===== src/rtl/wg_pkg.sv =====
package wg_pkg;
  typedef enum logic [2:0] {
    ST_IDLE  = 3'd0,
    ST_ARMED = 3'd1,
    ST_DELAY = 3'd2,
    ST_RUN   = 3'd3,
    ST_GAP   = 3'd4
  } wg_state_e;
endpackage


===== src/rtl/wg_tick_src.sv =====
module wg_tick_src #(
  parameter int CNT_W = 32
) (
  input  logic             clk,
  input  logic             rst_n,
  input  logic             run_i,
  input  logic             ext_sel_i,
  input  logic [CNT_W-1:0] div_i,
  input  logic             ext_i,
  output logic             tick_o
);
  logic [CNT_W-1:0] tcnt_q;
  logic [CNT_W-1:0] div_last;
  logic             ext_q;
  logic             int_hit;

  assign div_last = (div_i == '0) ? '0 : div_i - 1'b1;
  assign int_hit  = (tcnt_q >= div_last);
  assign tick_o   = run_i && (ext_sel_i ? (ext_i && !ext_q) : int_hit);

  always_ff @(posedge clk or negedge rst_n) begin
    if (!rst_n) begin
      tcnt_q <= '0;
      ext_q  <= 1'b0;
    end else begin
      ext_q <= ext_i;
      if (!run_i || ext_sel_i || int_hit) tcnt_q <= '0;
      else                                tcnt_q <= tcnt_q + 1'b1;
    end
  end


  div_spacing_chk: assert property (@(posedge clk) disable iff (!rst_n)
    (run_i && !ext_sel_i && div_i > 1 && tick_o) |=> !tick_o);
endmodule


===== src/rtl/wg_addr_gen.sv =====
module wg_addr_gen #(
  parameter int ADDR_W = 9
) (
  input  logic            clk,
  input  logic            rst_n,
  input  logic            clr_i,
  input  logic            step_i,
  input  logic [ADDR_W:0] len_i,
  output logic [ADDR_W-1:0] addr_o
);
  localparam int LEN_W = ADDR_W + 1;
  logic [ADDR_W-1:0] addr_q;
  logic [LEN_W-1:0]  last_w;

  assign last_w = (len_i == '0) ? '0 : len_i - 1'b1;
  assign addr_o = addr_q;

  always_ff @(posedge clk or negedge rst_n) begin
    if (!rst_n)      addr_q <= '0;
    else if (clr_i)  addr_q <= '0;
    else if (step_i) addr_q <= ({1'b0, addr_q} >= last_w) ? '0 : addr_q + 1'b1;
  end


  addr_range_chk: assert property (@(posedge clk) disable iff (!rst_n)
    (step_i && len_i != '0) |-> ({1'b0, addr_q} < len_i));
endmodule


===== src/rtl/wg_seq_fsm.sv =====
module wg_seq_fsm
  import wg_pkg::*;
#(
  parameter int CNT_W = 32
) (
  input  logic             clk,
  input  logic             rst_n,
  input  logic             start_i,
  input  logic             stop_i,
  input  logic             trig_i,
  input  logic             tick_i,
  input  logic [CNT_W-1:0] uc_i,
  input  logic [CNT_W-1:0] ic_i,
  input  logic             iter_en_i,
  input  logic             inf_i,
  input  logic             dly_en_i,
  input  logic [CNT_W-1:0] dly_i,
  input  logic [CNT_W-1:0] gap_i,
  input  logic             retrig_en_i,
  input  logic [CNT_W-1:0] trig_cnt_i,
  output logic             run_o,
  output logic             step_o,
  output logic             addr_clr_o,
  output logic             upd_o,
  output logic [CNT_W-1:0] iter_o,
  output logic             busy_o,
  output logic             done_o
);
  wg_state_e        state_q;
  logic [CNT_W-1:0] ucnt_q, iter_q, wcnt_q, tacc_q, upd_iter_q;
  logic             upd_q, done_q;
  logic [CNT_W-1:0] uc_last, ic_last, tc_last;
  logic             last_upd, last_iter, more_trig;

  assign uc_last   = (uc_i == '0)       ? '0 : uc_i - 1'b1;
  assign ic_last   = (ic_i == '0)       ? '0 : ic_i - 1'b1;
  assign tc_last   = (trig_cnt_i == '0) ? '0 : trig_cnt_i - 1'b1;
  assign last_upd  = (ucnt_q >= uc_last);
  assign last_iter = !iter_en_i || (!inf_i && iter_q >= ic_last);
  assign more_trig = retrig_en_i && (tacc_q < tc_last);

  assign run_o      = (state_q == ST_RUN);
  assign step_o     = run_o && tick_i && !stop_i;
  assign addr_clr_o = ((state_q == ST_IDLE) && start_i) || ((state_q == ST_ARMED) && trig_i);
  assign upd_o      = upd_q;
  assign iter_o     = upd_iter_q;
  assign busy_o     = (state_q != ST_IDLE);
  assign done_o     = done_q;

  always_ff @(posedge clk or negedge rst_n) begin
    if (!rst_n) begin
      state_q    <= ST_IDLE;
      ucnt_q     <= '0;
      iter_q     <= '0;
      wcnt_q     <= '0;
      tacc_q     <= '0;
      upd_iter_q <= '0;
      upd_q      <= 1'b0;
      done_q     <= 1'b0;
    end else begin
      upd_q <= 1'b0;
      if (stop_i) begin
        state_q <= ST_IDLE;
        done_q  <= 1'b0;
        tacc_q  <= '0;
        ucnt_q  <= '0;
        iter_q  <= '0;
      end else begin
        case (state_q)
          ST_IDLE: if (start_i) begin
            state_q <= ST_ARMED;
            done_q  <= 1'b0;
            tacc_q  <= '0;
            ucnt_q  <= '0;
            iter_q  <= '0;
          end
          ST_ARMED: if (trig_i) begin
            ucnt_q <= '0;
            iter_q <= '0;
            if (dly_en_i && dly_i != '0) begin
              state_q <= ST_DELAY;
              wcnt_q  <= dly_i - 1'b1;
            end else begin
              state_q <= ST_RUN;
            end
          end
          ST_DELAY, ST_GAP: begin
            if (wcnt_q == '0) state_q <= ST_RUN;
            else              wcnt_q  <= wcnt_q - 1'b1;
          end
          ST_RUN: if (tick_i) begin
            upd_q      <= 1'b1;
            upd_iter_q <= iter_q;
            if (!last_upd) begin
              ucnt_q <= ucnt_q + 1'b1;
            end else begin
              ucnt_q <= '0;
              if (!last_iter) begin
                iter_q <= iter_q + 1'b1;
                if (iter_en_i && gap_i != '0) begin
                  state_q <= ST_GAP;
                  wcnt_q  <= gap_i - 1'b1;
                end
              end else if (more_trig) begin
                tacc_q  <= tacc_q + 1'b1;
                state_q <= ST_ARMED;
              end else begin
                tacc_q  <= '0;
                state_q <= ST_IDLE;
                done_q  <= 1'b1;
              end
            end
          end
          default: state_q <= ST_IDLE;
        endcase
      end
    end
  end


  wait_quiet_chk: assert property (@(posedge clk) disable iff (!rst_n)
    (state_q == ST_DELAY || state_q == ST_GAP) |=> !upd_q);

  done_quiet_chk: assert property (@(posedge clk) disable iff (!rst_n)
    (done_q && $past(done_q)) |-> !upd_q);

  stop_idle_chk: assert property (@(posedge clk) disable iff (!rst_n)
    stop_i |=> (!upd_q && state_q == ST_IDLE && !done_q));

  inf_no_done_chk: assert property (@(posedge clk) disable iff (!rst_n)
    (inf_i && iter_en_i && state_q != ST_IDLE && !stop_i) |=> !done_q);
endmodule


===== src/rtl/wavegen_seq.sv =====
module wavegen_seq #(
  parameter int CNT_W  = 32,
  parameter int ADDR_W = 9
) (
  input  logic              clk,
  input  logic              rst_n,
  input  logic [CNT_W-1:0]  cfg_upd_per_iter,
  input  logic [CNT_W-1:0]  cfg_iter_cnt,
  input  logic              cfg_iter_en,
  input  logic              cfg_iter_inf,
  input  logic              cfg_dly_en,
  input  logic [CNT_W-1:0]  cfg_dly_clks,
  input  logic [CNT_W-1:0]  cfg_gap_clks,
  input  logic              cfg_retrig_en,
  input  logic [CNT_W-1:0]  cfg_trig_cnt,
  input  logic              cfg_ext_sel,
  input  logic [CNT_W-1:0]  cfg_tmr_div,
  input  logic [ADDR_W:0]   cfg_pat_len,
  input  logic              start,
  input  logic              stop,
  input  logic              trig,
  input  logic              ext_upd,
  output logic              upd,
  output logic [ADDR_W-1:0] upd_addr,
  output logic [CNT_W-1:0]  iter_idx,
  output logic              busy,
  output logic              done
);
  logic              run_w, tick_w, step_w, clr_w;
  logic [ADDR_W-1:0] addr_w;
  logic [ADDR_W-1:0] upd_addr_q;

  wg_tick_src #(.CNT_W(CNT_W)) u_tick (
    .clk       (clk),
    .rst_n     (rst_n),
    .run_i     (run_w),
    .ext_sel_i (cfg_ext_sel),
    .div_i     (cfg_tmr_div),
    .ext_i     (ext_upd),
    .tick_o    (tick_w)
  );

  wg_seq_fsm #(.CNT_W(CNT_W)) u_fsm (
    .clk         (clk),
    .rst_n       (rst_n),
    .start_i     (start),
    .stop_i      (stop),
    .trig_i      (trig),
    .tick_i      (tick_w),
    .uc_i        (cfg_upd_per_iter),
    .ic_i        (cfg_iter_cnt),
    .iter_en_i   (cfg_iter_en),
    .inf_i       (cfg_iter_inf),
    .dly_en_i    (cfg_dly_en),
    .dly_i       (cfg_dly_clks),
    .gap_i       (cfg_gap_clks),
    .retrig_en_i (cfg_retrig_en),
    .trig_cnt_i  (cfg_trig_cnt),
    .run_o       (run_w),
    .step_o      (step_w),
    .addr_clr_o  (clr_w),
    .upd_o       (upd),
    .iter_o      (iter_idx),
    .busy_o      (busy),
    .done_o      (done)
  );

  wg_addr_gen #(.ADDR_W(ADDR_W)) u_addr (
    .clk    (clk),
    .rst_n  (rst_n),
    .clr_i  (clr_w),
    .step_i (step_w),
    .len_i  (cfg_pat_len),
    .addr_o (addr_w)
  );

  always_ff @(posedge clk or negedge rst_n) begin
    if (!rst_n)      upd_addr_q <= '0;
    else if (step_w) upd_addr_q <= addr_w;
  end
  assign upd_addr = upd_addr_q;
endmodule


===== config.mk =====
export PLATFORM = sky130hd
export DESIGN_NAME = wavegen_seq
export DESIGN_NICKNAME = d
export VERILOG_FILES = /design/src/rtl/wg_pkg.sv /design/src/rtl/wg_tick_src.sv /design/src/rtl/wg_addr_gen.sv /design/src/rtl/wg_seq_fsm.sv /design/src/rtl/wavegen_seq.sv
export SDC_FILE = /design/constraint.sdc
export NUM_CORES = 1
export LEC_CHECK = 0
export BUFFER_PORTS_ARGS = -buffer_cell sky130_fd_sc_hd__buf_2
export CAP_MARGIN = 0
export CORE_MARGIN = 4
export CORE_UTILIZATION = 30
export DETAILED_ROUTE_END_ITERATION = 10
export HOLD_SLACK_MARGIN = 0.15
export PLACE_DENSITY = 0.53
export SLEW_MARGIN = 20
export SYNTH_ARGS = -nofsm -noshare
export SYNTH_HDL_FRONTEND = slang
export SYNTH_HIERARCHICAL = 1
export SYNTH_SLANG_ARGS = --single-unit

===== constraint.sdc =====
create_clock -name clk -period 4.07 [get_ports clk]
set_input_delay 0.814 -clock clk [delete_from_list [all_inputs] [get_ports clk]]
set_output_delay 0.814 -clock clk [all_outputs]
set_load 0.1 [all_outputs]

==> results.sh, run 1 <==
export IMPL_r2r_cells=15
export IMPL_irDropWorstVdd_mv=0.2915
export IMPL_violations="setup timing"
export IMPL_r2r_start="u_tick/tcnt_q[27]$_DFF_PN0_"
export IMPL_drt_iter0_drc=1281
export IMPL_p_per_area_nw_per_um2=308.5
export IMPL_place_port_buffers=256
export IMPL_slowest_stage="or4_4"
export IMPL_synth_cell_type_count=85
export IMPL_seqCellArea_um2=5406
export IMPL_synth_top_area_cell="dfrtp_1"
export IMPL_wl_per_cell_um=18.18
export IMPL_cts_tree="yes"
export IMPL_nFillCells=5880
export IMPL_wl_met3_mm=3.092
export IMPL_period_needed_ns=5.475
export IMPL_num_io_pins=257
export IMPL_r2r_slack_ns=0.25
export IMPL_synthTopCellsByCount="nand2_1, dfrtp_1, nor2_1"
export IMPL_synth_edff_count=0
export IMPL_clk_pin_slew_ns=0.06
export IMPL_clock_latency_ns=0.55
export IMPL_die_area_um2=65140
export IMPL_multiInputGateArea_um2=14150
export IMPL_path_delay_family="simple AND/OR/NAND/NOR gates"
export IMPL_hold_class="primary input to async pin"
export IMPL_start_util_pct=30.32
export IMPL_netlist_top_cells_area="dfrtp_1, ha_1, nand2_1, xor2_1, nor2_1"
export IMPL_finalMaxSlewViolations=0
export IMPL_clock_sinks=216
export IMPL_hpwl_mm=46.18
export IMPL_cp_end_kind="flop"
export IMPL_fin_cells=3610
export IMPL_setup_slack_ns=-1.405
export IMPL_yosysMostFrequentCell="nand2_1"
export IMPL_vias=19160
export IMPL_wirelength_mm=65.62
export IMPL_worst_path_largest_cell_delay_ns=0.60
export IMPL_synth_area_um2=18340
export IMPL_syn_to_final_growth_pct=46.64
export IMPL_power_leakage_nw=12.73
export IMPL_wl_met2_mm=31.83
export IMPL_cp_data_required_time_ns=4.49
export IMPL_pre_cts_ws_ns=-2.031
export IMPL_cts_path_max_buffers=3
export IMPL_final_core_util_pct=44.47
export IMPL_grt_max_degree=78
export IMPL_slew_headroom_pct=30.57
export IMPL_route_detailed_drc=0
export IMPL_die_h_um=255.2
export IMPL_fin_skew_ns=0.01589
export IMPL_grt_overflow=0
export IMPL_max_freq_mhz=182.7
export IMPL_ys_seq_elements=216
export IMPL_fin_nets=3173
export IMPL_rr_endpoint="u_fsm/wcnt_q[20]$_DFFE_PN0P_"
export IMPL_first_pass_iters=5
export IMPL_syn_area_per_cell_um2=8.312
export IMPL_antenna_left=0
export IMPL_gp_congestion=0.8590
export IMPL_final_setup_viol_count=215
export IMPL_viasPerCell=5.307
export IMPL_status="finished, violations left"
export IMPL_diodes=0
export IMPL_post_route_period_util_pct=134.5
export IMPL_drive_above_1_share_pct=36.60
export IMPL_path_cells="buf_6 > or4_4 > or4_4 > or4_4 > buf_6 > buf_6 > o21ai_2 > ha_1 > nand4_1 > or4_4 > nor2_4 > o41a_1 > o311a_4 > nand2_2 > a21oi_2 > a21oi_2 > a2111oi_4 > nand4_1 > o21ai_4 > clkbuf_16 > buf_12 > mux2_4"
export IMPL_yosysSeqAreaShare_pct=29.48
export IMPL_synth_flop_cell="dfrtp_1"
export IMPL_critical_path_max_fanout=8
export IMPL_startpoint_type="primary input"
export IMPL_path_buf_inv=5
export IMPL_grt_pass1_vias=19450
export IMPL_worstPathArrival_ns=5.90
export IMPL_hold_viol=0
export IMPL_grt_util_all_layers_pct=18.95
export IMPL_antenna_found_initial=2
export IMPL_yosys_warnings=6
export IMPL_dp_cells=3473
export IMPL_core_rowCount=90
export IMPL_hold_buffers=0
export IMPL_critPathKind="primary input to flop"
export IMPL_wl_met1_mm=29.48
export IMPL_clockRootBuffer="clkbuf_16"
export IMPL_drv_cap=0
export IMPL_grt_pass1_wl_mm=101.9
export IMPL_worst_pin_slew_ns=1.033
export IMPL_syn_num_nets=2569
export IMPL_synth_cells=2206
export IMPL_timing_hold_ws_ns=0.2646
export IMPL_grt_setup_unrepaired="yes"
export IMPL_die_w_um=255.2
export IMPL_core_area_um2=60470
export IMPL_dpl_cell_area_um2=23020
export IMPL_fin_area_um2=26890
export IMPL_top_layer="met5"
export IMPL_synthArstFlopShare_pct=100.0
export IMPL_crit_top_cell="or4_4"
export IMPL_numCtsBuffers=27
export IMPL_synth_top_area_share_pct=29.48
export IMPL_cts_htree_levels=1
==> through the flow <==
stage,TNS (ns),power [mW]
floorplan,-265.94,4.272
global placement,-339.62,5.120
detailed placement,-345.47,5.186
CTS,-220.81,8.053
global route,-248.01,8.738
finish,-229.51,8.296
==> repair_timing <==
action                     in CTS  in global routing
pin swaps                      94                 73
buffers inserted               61                 26
setup endpoints to repair     215                215
gates cloned                   24                  7
gates resized for setup       290                156
==> logic make-up after synthesis <==
logic type               synth area share, %
AO/OA/AOI/OAI                          13.61
XOR/XNOR                               9.171
adder cells (fa/ha/maj)                10.24
buffers and inverters                  3.228
flip-flops                             29.48
multiplexers                           4.510
AND/OR/NAND/NOR                        29.76
==> registers in the layout, summed over array words and instances (netlist names) <==
| signal | flops |
|---|---|
| u_fsm/iter_o | 32 |
| u_fsm/iter_q | 32 |
| u_fsm/tacc_q | 32 |
| u_fsm/ucnt_q | 32 |
| u_fsm/wcnt_q | 32 |
| u_tick/tcnt_q | 32 |
| u_addr/addr_o | 9 |
| upd_addr | 9 |
| u_fsm/state_q | 3 |
| u_fsm/done_o | 1 |
| u_fsm/upd_o | 1 |
| u_tick/ext_q | 1 |
==> cells in the final DEF (no fill, tap or decap), drive strengths merged, types with 19 or more instances in the layout <==
cell	count
and3	70
nor3	102
ha	150
nand3	94
nand4	64
nor2	180
inv	44
nand2b	47
or3	30
dfrtp	216
a221o	22
or2	19
o21ai	64
xor2	133
a21oi	73
mux2	42
nand2	322
mux2i	32
buf	658
a21o	30
o21a	19
or4	25
nor4	69
clkbuf	50
xnor2	59
==> power by group <==
group          switching, mW  leakage (nW)  total (mW)  internal (mW)
sequential             0.230          2.93        2.56           2.33
combinational           1.70          9.37        3.32           1.62
clock                  0.960         0.424        2.41           1.45
==> metal layers <==
layer  GRT usage, %  vias to the layer above
met5              0                        -
met4          4.256                        4
met3          2.551                       90
met2          32.85                      467
met1          25.25                     9257
li1               -                     9340
==> worst max path at each step <==
stage                                from                      endpoint  slack [ns]  depth (start not counted)
after floorplan           cfg_tmr_div[11]  u_fsm/wcnt_q[24]$_DFFE_PN0P_       -1.70                         22
after global placement    cfg_tmr_div[11]   u_fsm/wcnt_q[4]$_DFFE_PN0P_       -2.00                         22
after detailed placement  cfg_tmr_div[11]  u_fsm/wcnt_q[25]$_DFFE_PN0P_       -2.03                         22
after CTS                 cfg_tmr_div[11]  u_fsm/wcnt_q[19]$_DFFE_PN0P_       -1.25                         22
after global routing      cfg_tmr_div[18]  u_fsm/wcnt_q[20]$_DFFE_PN0P_       -1.56                         22
final                     cfg_tmr_div[18]  u_fsm/wcnt_q[20]$_DFFE_PN0P_       -1.40                         22
==> layout make-up <==
class	instances	share of cell area [%]
well taps	782	3.639
repair buffers	665	19.77
inverters	44	0.6235
clock inverters	4	0.2606
flip-flops and latches	216	20.11
multi-input cells	1856	52.64
clock buffers	43	2.960
Power figures use the tool's default switching activity.
==> run 2, diff against run 1 <==
Settings changed: CORE_MARGIN 4 to not set, CORE_UTILIZATION 30 to 46, PLACE_DENSITY 0.53 to 0.73.
==> run 2 against run 1 <==
The flow still finishes with violations (setup timing). Highest routed layer is now met4. Critical path depth is 1 higher. Fmax fell by 1.6%. Flip-flop and latch count unchanged. Critical endpoint is now u_fsm/wcnt_q[17]$_DFFE_PN0P_.
==> results.sh, run 2 (synthesized netlist as in run 1, its figures left out) <==
export IMPL_clock_latency_ns=0.53
export IMPL_worst_pin_slew_ns=0.8127
export IMPL_rr_endpoint="u_fsm/wcnt_q[17]$_DFFE_PN0P_"
export IMPL_grt_setup_unrepaired="yes"
export IMPL_core_rowCount=72
export IMPL_start_util_pct=47.01
export IMPL_status="finished, violations left"
export IMPL_endpoint="u_fsm/wcnt_q[17]$_DFFE_PN0P_"
export IMPL_wirelength_mm=60.05
export IMPL_first_pass_iters=7
export IMPL_grt_busiest_layer="met2"
export IMPL_grt_max_degree=115
export IMPL_wl_per_cell_um=18.14
export IMPL_drv_cap=0
export IMPL_clk_pin_slew_ns=0.06
export IMPL_final_core_util_pct=66.17
export IMPL_power_total_mw=7.891
export IMPL_final_common_cell="buf_4"
export IMPL_p_per_area_nw_per_um2=305.7
export IMPL_core_area_um2=39010
export IMPL_hold_class="primary input to flop"
export IMPL_antenna_found_initial=1
export IMPL_worst_path_largest_cell_delay_ns=0.53
export IMPL_cp_data_required_time_ns=4.49
export IMPL_power_leakage_nw=12.27
export IMPL_numCtsBuffers=25
export IMPL_clockRootBuffer="clkbuf_16"
export IMPL_post_route_period_util_pct=136.7
export IMPL_use_met1_pct=33.22
export IMPL_hpwl_mm=41.29
export IMPL_fin_skew_ns=0.01664
export IMPL_final_setup_viol_count=215
export IMPL_period_needed_ns=5.562
export IMPL_drive_above_1_share_pct=34.41
export IMPL_num_io_pins=257
export IMPL_multiInputGateArea_um2=13930
export IMPL_violations="setup timing"
export IMPL_gp_congestion=0.9257
export IMPL_grt_use_met2_pct=46.80
export IMPL_max_freq_mhz=179.8
export IMPL_path_cells="buf_6 > or4_4 > or3_4 > or2_1 > or4_4 > buf_8 > buf_12 > o211ai_1 > ha_1 > nand4_1 > or4_4 > nor2_2 > o41a_1 > o311a_4 > nand2_2 > a21oi_2 > a21oi_2 > a2111oi_2 > nand4_1 > o21ai_4 > buf_4 > buf_12 > mux2_2"
export IMPL_place_port_buffers=256
export IMPL_nFillCells=3161
export IMPL_antenna_left=0
export IMPL_drt_iter0_drc=1293
export IMPL_seqCellArea_um2=5405
export IMPL_grt_pass1_wl_mm=90.78
export IMPL_die_w_um=201.7
export IMPL_r2r_slack_ns=0.35
export IMPL_timing_hold_ws_ns=0.4067
export IMPL_cts_htree_levels=1
export IMPL_use_met3_pct=3.239
export IMPL_grt_util_all_layers_pct=26.44
export IMPL_grt_overflow=0
export IMPL_irDropWorstVdd_mv=0.4099
export IMPL_hold_viol=0
export IMPL_slowest_stage="or4_4"
export IMPL_crit_top_cell="or4_4"
export IMPL_grt_pass1_vias=19060
export IMPL_finalMaxSlewViolations=0
export IMPL_die_area_um2=40660
export IMPL_setup_slack_ns=-1.492
export IMPL_critical_path_max_fanout=16
export IMPL_critPathLaunch="cfg_tmr_div[11]"
export IMPL_vias=19590
export IMPL_r2r_start="u_tick/tcnt_q[25]$_DFF_PN0_"
export IMPL_worstPathArrival_ns=5.98
export IMPL_die_h_um=201.7
export IMPL_fin_nets=3138
export IMPL_syn_to_final_growth_pct=40.76
export IMPL_route_detailed_drc=0
export IMPL_startpoint_type="primary input"
export IMPL_critPathKind="primary input to flop"
export IMPL_cp_end_kind="flop"
export IMPL_viasPerCell=5.918
export IMPL_slew_headroom_pct=45.13
export IMPL_clock_sinks=216
export IMPL_r2r_cells=15
export IMPL_final_cell_mix="buf_4, nand2_1, buf_2"
export IMPL_cts_path_max_buffers=3
export IMPL_cts_tree="yes"
export IMPL_pre_cts_ws_ns=-1.999
[run 2: layout make-up]
| cell class | count | share of cell area (%) |
|---|---|---|
| inverters | 44 | 0.6593 |
| clock buffers | 31 | 2.550 |
| flip-flops and latches | 216 | 20.94 |
| diodes | 2 | 0.01939 |
| well taps | 518 | 2.511 |
| clock inverters | 11 | 0.3442 |
| repair buffers | 636 | 18.98 |
| multi-input cells | 1852 | 53.99 |
[run 2: how the worst min path moves through the flow]
stage / from / end / slack [ns] / cells after the start
after floorplan: u_fsm/tacc_q[27]$_DFFE_PN0P_ / u_fsm/tacc_q[27]$_DFFE_PN0P_ / 0.47 / 1
after global placement: u_fsm/iter_o[10]$_DFFE_PN0P_ / u_fsm/iter_o[10]$_DFFE_PN0P_ / 0.46 / 2
after CTS: ext_upd / u_tick/ext_q$_DFF_PN0_ / 0.39 / 1
final: ext_upd / u_tick/ext_q$_DFF_PN0_ / 0.41 / 1
after global routing: ext_upd / u_tick/ext_q$_DFF_PN0_ / 0.40 / 1
after detailed placement: u_fsm/iter_o[9]$_DFFE_PN0P_ / u_fsm/iter_o[9]$_DFFE_PN0P_ / 0.46 / 2
[run 2: repair_timing]
action	4_1_cts	5_1_grt
setup buffers	23	29
endpoints found under the setup margin	215	215
gates cloned	3	18
endpoints found under the hold margin	12	0
resized for setup	119	219
hold buffers	1	0
pin swaps	51	69
[run 2: critical path, delay by kind of cell]
kind | cells | cell delay, ns
buf+inv | 5 | 0.70
simple gates | 9 | 2.70
fa+ha+maj | 1 | 0.19
mux | 1 | 0.36
compound gates | 7 | 1.19
[run 2: layer usage]
| layer | vias to the layer above | wire (um) |
|---|---|---|
| li1 | 9265 | - |
| met1 | 9408 | 24790 |
| met2 | 739 | 29710 |
| met3 | 176 | 3468 |
| met4 | 0 | 2080 |
| met5 | - | 0 |
[run 2: per-stage QoR]
step / cells / TNS [ns] / area [um^2]
6_report: 3310 / -222.86 / 25810
5_1_grt: 3309 / -252.11 / 25810
4_1_cts: 3265 / -184.15 / 24180
3_5_place_dp: 3198 / -326.48 / 22610
3_3_place_gp: 3198 / -311.12 / 22610
2_1_floorplan: 2206 / -265.94 / 18800
[run 2: power breakdown]
group          internal, mW  switching, mW
clock                  1.20          0.923
combinational          1.51           1.72
sequential             2.33          0.199
total                  5.05           2.84
